==> src/rtl/rxmon_pkg.sv <==
package rxmon_pkg;

  localparam int CG_W = 5;

  localparam logic [CG_W-1:0] CG_J    = 5'b11000;
  localparam logic [CG_W-1:0] CG_K    = 5'b10001;
  localparam logic [CG_W-1:0] CG_T    = 5'b01101;
  localparam logic [CG_W-1:0] CG_R    = 5'b00111;
  localparam logic [CG_W-1:0] CG_H    = 5'b00100;
  localparam logic [CG_W-1:0] CG_IDLE = 5'b11111;

  localparam int NUM_DATA  = 16;
  localparam int NUM_FLAGS = 3;
  localparam int FLG_FC    = 0;
  localparam int FLG_INV   = 1;
  localparam int FLG_HALT  = 2;

  // 4-bit nibble to 5-bit data code group
  function automatic logic [CG_W-1:0] data_code(input int unsigned nib);
    logic [CG_W-1:0] c;
    case (nib)
      0:  c = 5'b11110;
      1:  c = 5'b01001;
      2:  c = 5'b10100;
      3:  c = 5'b10101;
      4:  c = 5'b01010;
      5:  c = 5'b01011;
      6:  c = 5'b01110;
      7:  c = 5'b01111;
      8:  c = 5'b10010;
      9:  c = 5'b10011;
      10: c = 5'b10110;
      11: c = 5'b10111;
      12: c = 5'b11010;
      13: c = 5'b11011;
      14: c = 5'b11100;
      default: c = 5'b11101;
    endcase
    return c;
  endfunction

  typedef struct packed {
    logic idle;
    logic j;
    logic k;
    logic t;
    logic r;
    logic h;
    logic data;
    logic bad;
  } cg_class_t;

  typedef enum logic [2:0] {
    ST_IDLE,
    ST_CAND_J,
    ST_CAND_X,
    ST_FALSE,
    ST_FRAME,
    ST_END_T
  } rx_state_e;

endpackage

==> src/rtl/cg_classify.sv <==
module cg_classify
  import rxmon_pkg::*;
(
  input  logic [CG_W-1:0] cg,
  output cg_class_t       cls
);

  logic [NUM_DATA-1:0] data_hit;

  // one comparator per data code group
  for (genvar g = 0; g < NUM_DATA; g++) begin : g_data
    assign data_hit[g] = (cg == data_code(g));
  end

  always_comb begin
    cls.idle = (cg == CG_IDLE);
    cls.j    = (cg == CG_J);
    cls.k    = (cg == CG_K);
    cls.t    = (cg == CG_T);
    cls.r    = (cg == CG_R);
    cls.h    = (cg == CG_H);
    cls.data = |data_hit;
    cls.bad  = !(cls.data || cls.idle || cls.j || cls.k ||
                 cls.t || cls.r || cls.h);
  end

endmodule

==> src/rtl/rx_frame_fsm.sv <==
module rx_frame_fsm
  import rxmon_pkg::*;
(
  input  logic      clk,
  input  logic      rst,
  input  logic      mode_100,
  input  logic      cg_valid,
  input  cg_class_t cls,
  output logic      ev_fc,
  output logic      ev_inv,
  output logic      ev_halt,
  output logic      in_frame,
  output logic      rx_err
);

  rx_state_e st_q, st_d;

  always_comb begin
    st_d    = st_q;
    ev_fc   = 1'b0;
    ev_inv  = 1'b0;
    ev_halt = 1'b0;
    if (cg_valid) begin
      case (st_q)
        ST_IDLE: begin
          if (!cls.idle) st_d = cls.j ? ST_CAND_J : ST_CAND_X;
        end
        ST_CAND_J: begin
          if (cls.idle)   st_d = ST_IDLE;
          else if (cls.k) st_d = ST_FRAME;
          else begin
            ev_fc = 1'b1;
            st_d  = ST_FALSE;
          end
        end
        ST_CAND_X: begin
          if (cls.idle) st_d = ST_IDLE;
          else begin
            ev_fc = 1'b1;
            st_d  = ST_FALSE;
          end
        end
        ST_FALSE: begin
          if (cls.idle) st_d = ST_IDLE;
        end
        ST_FRAME, ST_END_T: begin
          if (cls.idle)                     st_d = ST_IDLE;
          else if (st_q == ST_END_T && cls.r) st_d = ST_IDLE;
          else if (cls.t)                   st_d = ST_END_T;
          else begin
            st_d    = ST_FRAME;
            ev_halt = cls.h;
            ev_inv  = cls.bad;
          end
        end
        default: st_d = ST_IDLE;
      endcase
    end
    if (!mode_100) begin
      st_d    = ST_IDLE;
      ev_fc   = 1'b0;
      ev_inv  = 1'b0;
      ev_halt = 1'b0;
    end
  end

  always_ff @(posedge clk) begin
    if (rst) begin
      st_q     <= ST_IDLE;
      in_frame <= 1'b0;
      rx_err   <= 1'b0;
    end else begin
      st_q     <= st_d;
      in_frame <= (st_d == ST_FRAME) || (st_d == ST_END_T);
      rx_err   <= ev_fc || ev_inv || ev_halt;
    end
  end

  // a frame only opens on an accepted /K/
  a_r1_opens_on_k: assert property (@(posedge clk) disable iff (rst)
    $rose(in_frame) |-> $past(cg_valid && cls.k && mode_100));

  // /T/ then /R/ closes the frame
  a_r5_tr_closes: assert property (@(posedge clk) disable iff (rst)
    (mode_100 && cg_valid && st_q == ST_END_T && cls.r) |=> !in_frame);

  // slow mode keeps the receive outputs quiet
  a_r9_slow_quiet: assert property (@(posedge clk) disable iff (rst)
    !mode_100 |=> (!in_frame && !rx_err));

  // an error pulse always traces back to an accepted group
  a_r12_err_from_group: assert property (@(posedge clk) disable iff (rst)
    rx_err |-> $past(cg_valid));

endmodule

==> src/rtl/flag_latch.sv <==
module flag_latch (
  input  logic clk,
  input  logic rst,
  input  logic enable,
  input  logic ev,
  input  logic rd_stb,
  output logic flag_q
);

  always_ff @(posedge clk) begin
    if (rst || !enable) flag_q <= 1'b0;
    else if (rd_stb)    flag_q <= ev;
    else                flag_q <= flag_q | ev;
  end

  // a set flag holds without a read
  a_r6_holds: assert property (@(posedge clk) disable iff (rst)
    (flag_q && !rd_stb && enable) |=> flag_q);

  // a read with no new event clears the flag
  a_r7_read_clears: assert property (@(posedge clk) disable iff (rst)
    (rd_stb && !ev) |=> !flag_q);

  // an event coinciding with a read is kept
  a_r8_event_kept: assert property (@(posedge clk) disable iff (rst)
    (ev && enable) |=> flag_q);

  // flags are zero in slow mode
  a_r9_flag_zero: assert property (@(posedge clk) disable iff (rst)
    !enable |=> !flag_q);

endmodule

==> src/rtl/rx_symerr_mon.sv <==
module rx_symerr_mon #(
  parameter int STAT_W   = 16,
  parameter int FC_POS   = 8,
  parameter int INV_POS  = 7,
  parameter int HALT_POS = 6
) (
  input  logic              clk,
  input  logic              rst,
  input  logic              mode_100,
  input  logic              cg_valid,
  input  logic [4:0]        cg_data,
  input  logic              rd_stb,
  output logic              rx_err,
  output logic              in_frame,
  output logic [STAT_W-1:0] status_word
);
  import rxmon_pkg::*;

  localparam int NF = NUM_FLAGS;

  cg_class_t     cls;
  logic [NF-1:0] ev;
  logic [NF-1:0] flags;

  cg_classify u_cls (
    .cg  (cg_data),
    .cls (cls)
  );

  rx_frame_fsm u_fsm (
    .clk      (clk),
    .rst      (rst),
    .mode_100 (mode_100),
    .cg_valid (cg_valid),
    .cls      (cls),
    .ev_fc    (ev[FLG_FC]),
    .ev_inv   (ev[FLG_INV]),
    .ev_halt  (ev[FLG_HALT]),
    .in_frame (in_frame),
    .rx_err   (rx_err)
  );

  for (genvar f = 0; f < NF; f++) begin : g_flag
    flag_latch u_flag (
      .clk    (clk),
      .rst    (rst),
      .enable (mode_100),
      .ev     (ev[f]),
      .rd_stb (rd_stb),
      .flag_q (flags[f])
    );
  end

  // place each flag at its bit; all other bits are zero
  for (genvar b = 0; b < STAT_W; b++) begin : g_stat
    if (b == FC_POS) begin : g_fc
      assign status_word[b] = flags[FLG_FC];
    end else if (b == INV_POS) begin : g_inv
      assign status_word[b] = flags[FLG_INV];
    end else if (b == HALT_POS) begin : g_halt
      assign status_word[b] = flags[FLG_HALT];
    end else begin : g_zero
      assign status_word[b] = 1'b0;
    end
  end

  // a false carrier event shows up both as an error pulse and in its flag
  a_r2_fc_reported: assert property (@(posedge clk) disable iff (rst)
    ev[FLG_FC] |=> (rx_err && status_word[FC_POS]));

endmodule

==> config.mk <==
export PLATFORM = sky130hd
export DESIGN_NAME = rx_symerr_mon
export DESIGN_NICKNAME = d
export VERILOG_FILES = /design/src/rtl/rxmon_pkg.sv /design/src/rtl/cg_classify.sv /design/src/rtl/rx_frame_fsm.sv /design/src/rtl/flag_latch.sv /design/src/rtl/rx_symerr_mon.sv
export SDC_FILE = /design/constraint.sdc
export NUM_CORES = 1
export LEC_CHECK = 0
export CORE_MARGIN = 3
export CORE_UTILIZATION = 43
export CTS_BUF_LIST = sky130_fd_sc_hd__clkbuf_8
export DETAILED_ROUTE_END_ITERATION = 6
export GPL_TIMING_DRIVEN = 0
export PLACE_DENSITY_LB_ADDON = 0.12
export SLEW_MARGIN = 20
export SYNTH_ARGS = -nofsm -noshare
export SYNTH_HDL_FRONTEND = slang
export SYNTH_SLANG_ARGS = --single-unit
==> constraint.sdc <==
create_clock -name clk -period 2 [get_ports clk]
set_input_delay 0.3 -clock clk [delete_from_list [all_inputs] [get_ports clk]]
set_output_delay 0.3 -clock clk [all_outputs]
set_load 0.005 [all_outputs]
## After elaboration in Yosys (flattened, before gate mapping)

Index checks and enable logic that the tools add are counted.

- Word-level logic and storage cells: 87
- Memory bits (read-only): 0
- Bits in registers: 8
- Input bits: 10
- Output and inout port bits: 18
- RAM bits: 0
- Memories kept: 0
- Bits in latches: 0

- Reductions and logical operators: 16
- $mul: 0
- Add/subtract/negate cells: 0
- Shift operators: 0
- Div/mod/pow operators: 0
- Muxes and demuxes: 33
- Equal/unequal tests: 29
- Bitwise logic cells: 3
- Magnitude comparators: 0

Operators with widths:

| kind | count |
|---|---|
| $eq 5x5->1 const B | 14 |
| $eq 5x4->1 const B | 6 |
| $mux 3 | 8 |
| $mux 1 | 21 |
| $reduce_or 16->1 | 1 |
| $pmux 3 s5 | 1 |
| $eq 3x3->1 const B | 4 |
| $eq 5x3->1 const B | 2 |
| $logic_or 1x1->1 | 10 |
| $eq 3x2->1 const B | 2 |
| $mux 2 | 2 |
| $eq 3x1->1 const B | 1 |
| $logic_not 3->1 | 1 |
| $or 1x1->1 | 3 |
| $logic_not 1->1 | 2 |
| $pmux 1 s2 | 1 |
| $reduce_or 2->1 | 1 |
| $logic_and 1x1->1 | 1 |

## Logic depth before layout (Yosys ltp)

- Depth after elaboration: 17
- Gate-level depth with buffers: 5
- Depth with buffers taken out: 4

## Modules after synthesis

From an unflattened synthesis, not the netlist that was laid out.

- Cells, all modules: 90
- Area, all modules: 701.9 µm²

By module, submodules not included:

| module | sequential area each (µm²) | times used | cells an instance | area each (µm²) |
|---|---|---|---|---|
| rx_frame_fsm | 100.1 | 1 | 36 | 322.8 |
| cg_classify | 0.0 | 1 | 28 | 157.7 |
| flag_latch | 20.0 | 3 | 4 | 40.0 |
| rx_symerr_mon | 0.0 | 1 | 14 | 101.3 |

## Worst setup path before layout

Ideal clock, no wire load.

- Path type: input port to flip-flop
- From: input cg_data[3]
- To: register u_fsm.st_q[2]
- Stages: 4
- Path buffers: 0
- Path slack: 344 ps
- Data required time: 1941 ps
- Setup time: 59 ps
- Arrival time: 1597 ps
- Cells stage by stage: or2_1 or4_1 a2111oi_1 or2_1

- Longest elaborated chain between the ends: 7
- Elaborated cells between the ends (all ways): 13
- Classes of those cells: 3 x eq/ne; 9 x mux; 1 x reduce/logical

Ends and longest elaborated chain:

| item | RTL line | source |
|---|---|---|
| start: declaration | rx_symerr_mon.sv:11 | `input logic [4:0] cg_data,` |
| $eq 5x3->1 | cg_classify.sv:20 | `cls.r = (cg == CG_R);` |
| $logic_and 1x1->1 | rx_frame_fsm.sv:48 | `else if (st_q == ST_END_T && cls.r) st_d = ST_IDLE;` |
| $mux 3 | rx_frame_fsm.sv:48 |  |
| $mux 3 | rx_frame_fsm.sv:47 | `if (cls.idle) st_d = ST_IDLE;` |
| $pmux 3 s5 (*) | rx_frame_fsm.sv:24 | `case (st_q)` |
| $mux 3 (*) | rx_frame_fsm.sv:23 | `if (cg_valid) begin` |
| $mux 3 (*) | rx_frame_fsm.sv:59 | `if (!mode_100) begin` |
| end signal: assignment | rx_frame_fsm.sv:73 | `st_q <= st_d;` |
| end: declaration | rx_frame_fsm.sv:16 | `rx_state_e st_q, st_d;` |

Every way passes the cells marked *; elsewhere a longest branch is shown, timed or not.
A chain may end at the register's enable or synchronous reset.

## Final worst setup path

Ends and elaborated chain as after synthesis.

==> impl_metrics.env <==
export IMPL_antenna_found_initial=0
export IMPL_drc_errors=0
export IMPL_slew_violations=0
export IMPL_power_density_nw_per_um2=500.8
export IMPL_cts_buffers_inserted=3
export IMPL_routed_via_density=5.047
export IMPL_fin_crit_sh_pct=98.26
export IMPL_dieArea_um2=2043
export IMPL_root_buffer="clkbuf_8"
export IMPL_crit_path_end_kind="register"
export IMPL_ctsResizeCount=0
export IMPL_synth_main_ff_cell="dfxtp_1"
export IMPL_worstPathMaxFanout=3
export IMPL_num_antenna_cells=0
export IMPL_grt_use_total_pct=15.64
export IMPL_post_cts_buffers=0
export IMPL_start_util_pct=48.35
export IMPL_cp_slowest_stage_delay_ps=570
export IMPL_final_min_clock_period_ps=1965
export IMPL_cts_tree="done"
export IMPL_gr_total_overflow=0
export IMPL_drt_iter0_markers=7
export IMPL_place_congestion=0.8620
export IMPL_final_hold_viol_count=0
export IMPL_final_util_pct=66.21
export IMPL_area_growth_pct=36.93
export IMPL_crit_top_cell="or2_1"
export IMPL_setup_viol=0
export IMPL_cap_violations=0
export IMPL_power_leakage_nw=0.3805
export IMPL_fin_area_um2=904.6
export IMPL_synth_cell_area_um2=660.6
export IMPL_fin_hold_ws_ps=467.7
export IMPL_layout_setup_ws_ps=34.88
export IMPL_cp_arrival_ps=2140
export IMPL_insertion_delay_ps=230
export IMPL_area_sequential_um2=160.2
export IMPL_grt_pass1_wl_um=2304
export IMPL_clk_path_buf_depth=2
export IMPL_port_buffers=12
export IMPL_layout_drive_gt1_share_pct=21.05
export IMPL_worst_hold_startpoint="g_flag[0].u_flag.flag_q"
export IMPL_worstSetupPathType="in2reg"
export IMPL_final_antenna_net_count=0
export IMPL_drt_wl_total_um=1475
export IMPL_grt_pass1_vias=535
export IMPL_peakVddDrop_mv=0.3868
export IMPL_synth_edf_count=0
export IMPL_htreeDepth=1
export IMPL_hpwlAfterDp_um=1133
export IMPL_avgSynthCellArea_um2=7.593
export IMPL_hold_path_class="reg2reg"
export IMPL_startpoint_type="primary input"
export IMPL_nets=126
export IMPL_crit_chain="clkdlybuf4s50_1 > or2_1 > or4_1 > a2111oi_4 > or2_1"
export IMPL_die_width_um=45.20
export IMPL_cp_data_required_time_ps=2180
export IMPL_fillers=130
export IMPL_placed_cell_area_um2=844.6
export IMPL_r2r_start="u_fsm.st_q[0]"
export IMPL_synthCells=87
export IMPL_ys_seq_area_share_pct=24.24
export IMPL_slowest_stage="or4_1"
export IMPL_max_freq_ghz=0.5089
export IMPL_wl_per_cell_um=11.43
export IMPL_status="finished, final reports clean"
export IMPL_critPathLaunch="cg_data[3]"
export IMPL_p_total_mw=0.4531
export IMPL_dpl_worst_slack_ps=-226.9
export IMPL_path_clk_slew_ps=40
export IMPL_async_flop_share_pct=0
export IMPL_die_h_um=45.20
export IMPL_core_area_um2=1366
export IMPL_multiInputGateArea_um2=406.6
export IMPL_clock_sinks=8
export IMPL_finalClockSkew_ps=0.9719
export IMPL_postCtsHoldBufs=0
export IMPL_io_pins=28
export IMPL_num_vias=651
export IMPL_grt_max_degree=11
export IMPL_placementRows=13
export IMPL_yosys_warnings=0
export IMPL_ys_seq_elements=8
export IMPL_yosysUniqueCellTypes=36
export IMPL_drt_pass1_iterations=4
==> worst max-delay path, delay by kind of cell <==
family                 cells  cell delay, ps
and+or+nand+nor            3             990
buffers and inverters      1             430
AOI/OAI and AO/OA          1             420
==> cell usage in the layout (no fill, tap or decap), drive strengths merged, types with 2 or more instances in the layout <==
master          n
a2111oi         2
a21oi           5
buf            18
clkbuf          7
clkdlybuf4s50  12
conb           13
dfxtp           8
inv             3
nand2           3
nand2b          6
nand3           5
nor2            2
nor3            2
nor4            3
o21ai           4
or2             2
==> flip-flops by register name (all words and copies together) (netlist names) <==
name                  cells
u_fsm.rx_err              1
u_fsm.st_q                3
g_flag.u_flag.flag_q      3
u_fsm.in_frame            1
==> cell usage after synthesis (2+ instances only) <==
cell type | number | area [um2]
a21oi_1 | 5 | 25.02
nor4_1 | 3 | 18.77
inv_1 | 3 | 11.26
buf_4 | 16 | 120.1
dfxtp_1 | 8 | 160.2
nand2_1 | 3 | 11.26
nor3_1 | 2 | 10.01
o21ai_0 | 4 | 20.02
clkbuf_1 | 4 | 15.01
buf_2 | 2 | 10.01
or2_1 | 2 | 12.51
nand2b_1 | 6 | 37.54
nor2_1 | 2 | 7.510
nand3_1 | 5 | 25.02
==> kinds of logic (layout without fill, tap and decap cells) <==
family / Yosys count / in the layout / synth area share, %
other: 1 / 13 / 0.5676
XOR/XNOR: 1 / 1 / 1.326
AO/OA/AOI/OAI: 20 / 20 / 20.84
AND/OR/NAND/NOR: 31 / 31 / 27.84
multiplexers: 1 / 1 / 1.515
flip-flops: 8 / 8 / 24.24
buffers and inverters: 25 / 40 / 23.67
==> where the power goes <==
part	leakage [nW]	switching (mW)	total, mW	internal (mW)
logic	0.294	0.0456	0.0934	0.0478
registers	0.0647	0.00209	0.165	0.163
clock network	0.0216	0.0644	0.195	0.130
total	0.381	0.112	0.453	0.341
==> per-layer routing <==
| layer | vias up | track usage, % | share of wire [%] |
|---|---|---|---|
| met5 | - | 0 | 0 |
| met4 | 0 | 5.848 | 1.3 |
| met3 | 2 | 5.976 | 6.8 |
| met2 | 17 | 25.71 | 51 |
| met1 | 291 | 18.23 | 41 |
| li1 | 341 | - | - |
==> stage by stage <==
step | instances | setup TNS [ps]
final | 129 | 0
after global routing | 129 | -12.54
after CTS | 129 | 0
after detailed placement | 126 | -436.2
after global placement | 126 | -380.1
after floorplan | 99 | 0
==> worst paths after layout <==
check	endpoint	cells past startpoint	slack (ps)
worst min-delay path	g_flag[0].u_flag.flag_q	2	470
worst max-delay path	u_fsm.st_q[2]	5	30
worst max register to register	u_fsm.st_q[2]	4	390
worst min register to register	g_flag[0].u_flag.flag_q	2	470
==> layout make-up <==
class / count / area share [%]
Inverter: 3 / 1.245
Clock buffer: 3 / 4.564
Sequential cell: 8 / 17.70
Tap cell: 15 / 2.075
Multi-Input combinational cell: 66 / 44.95
Buffer: 22 / 16.18
Timing Repair Buffer: 12 / 13.28
No activity file was read; power rests on OpenSTA's default activity.
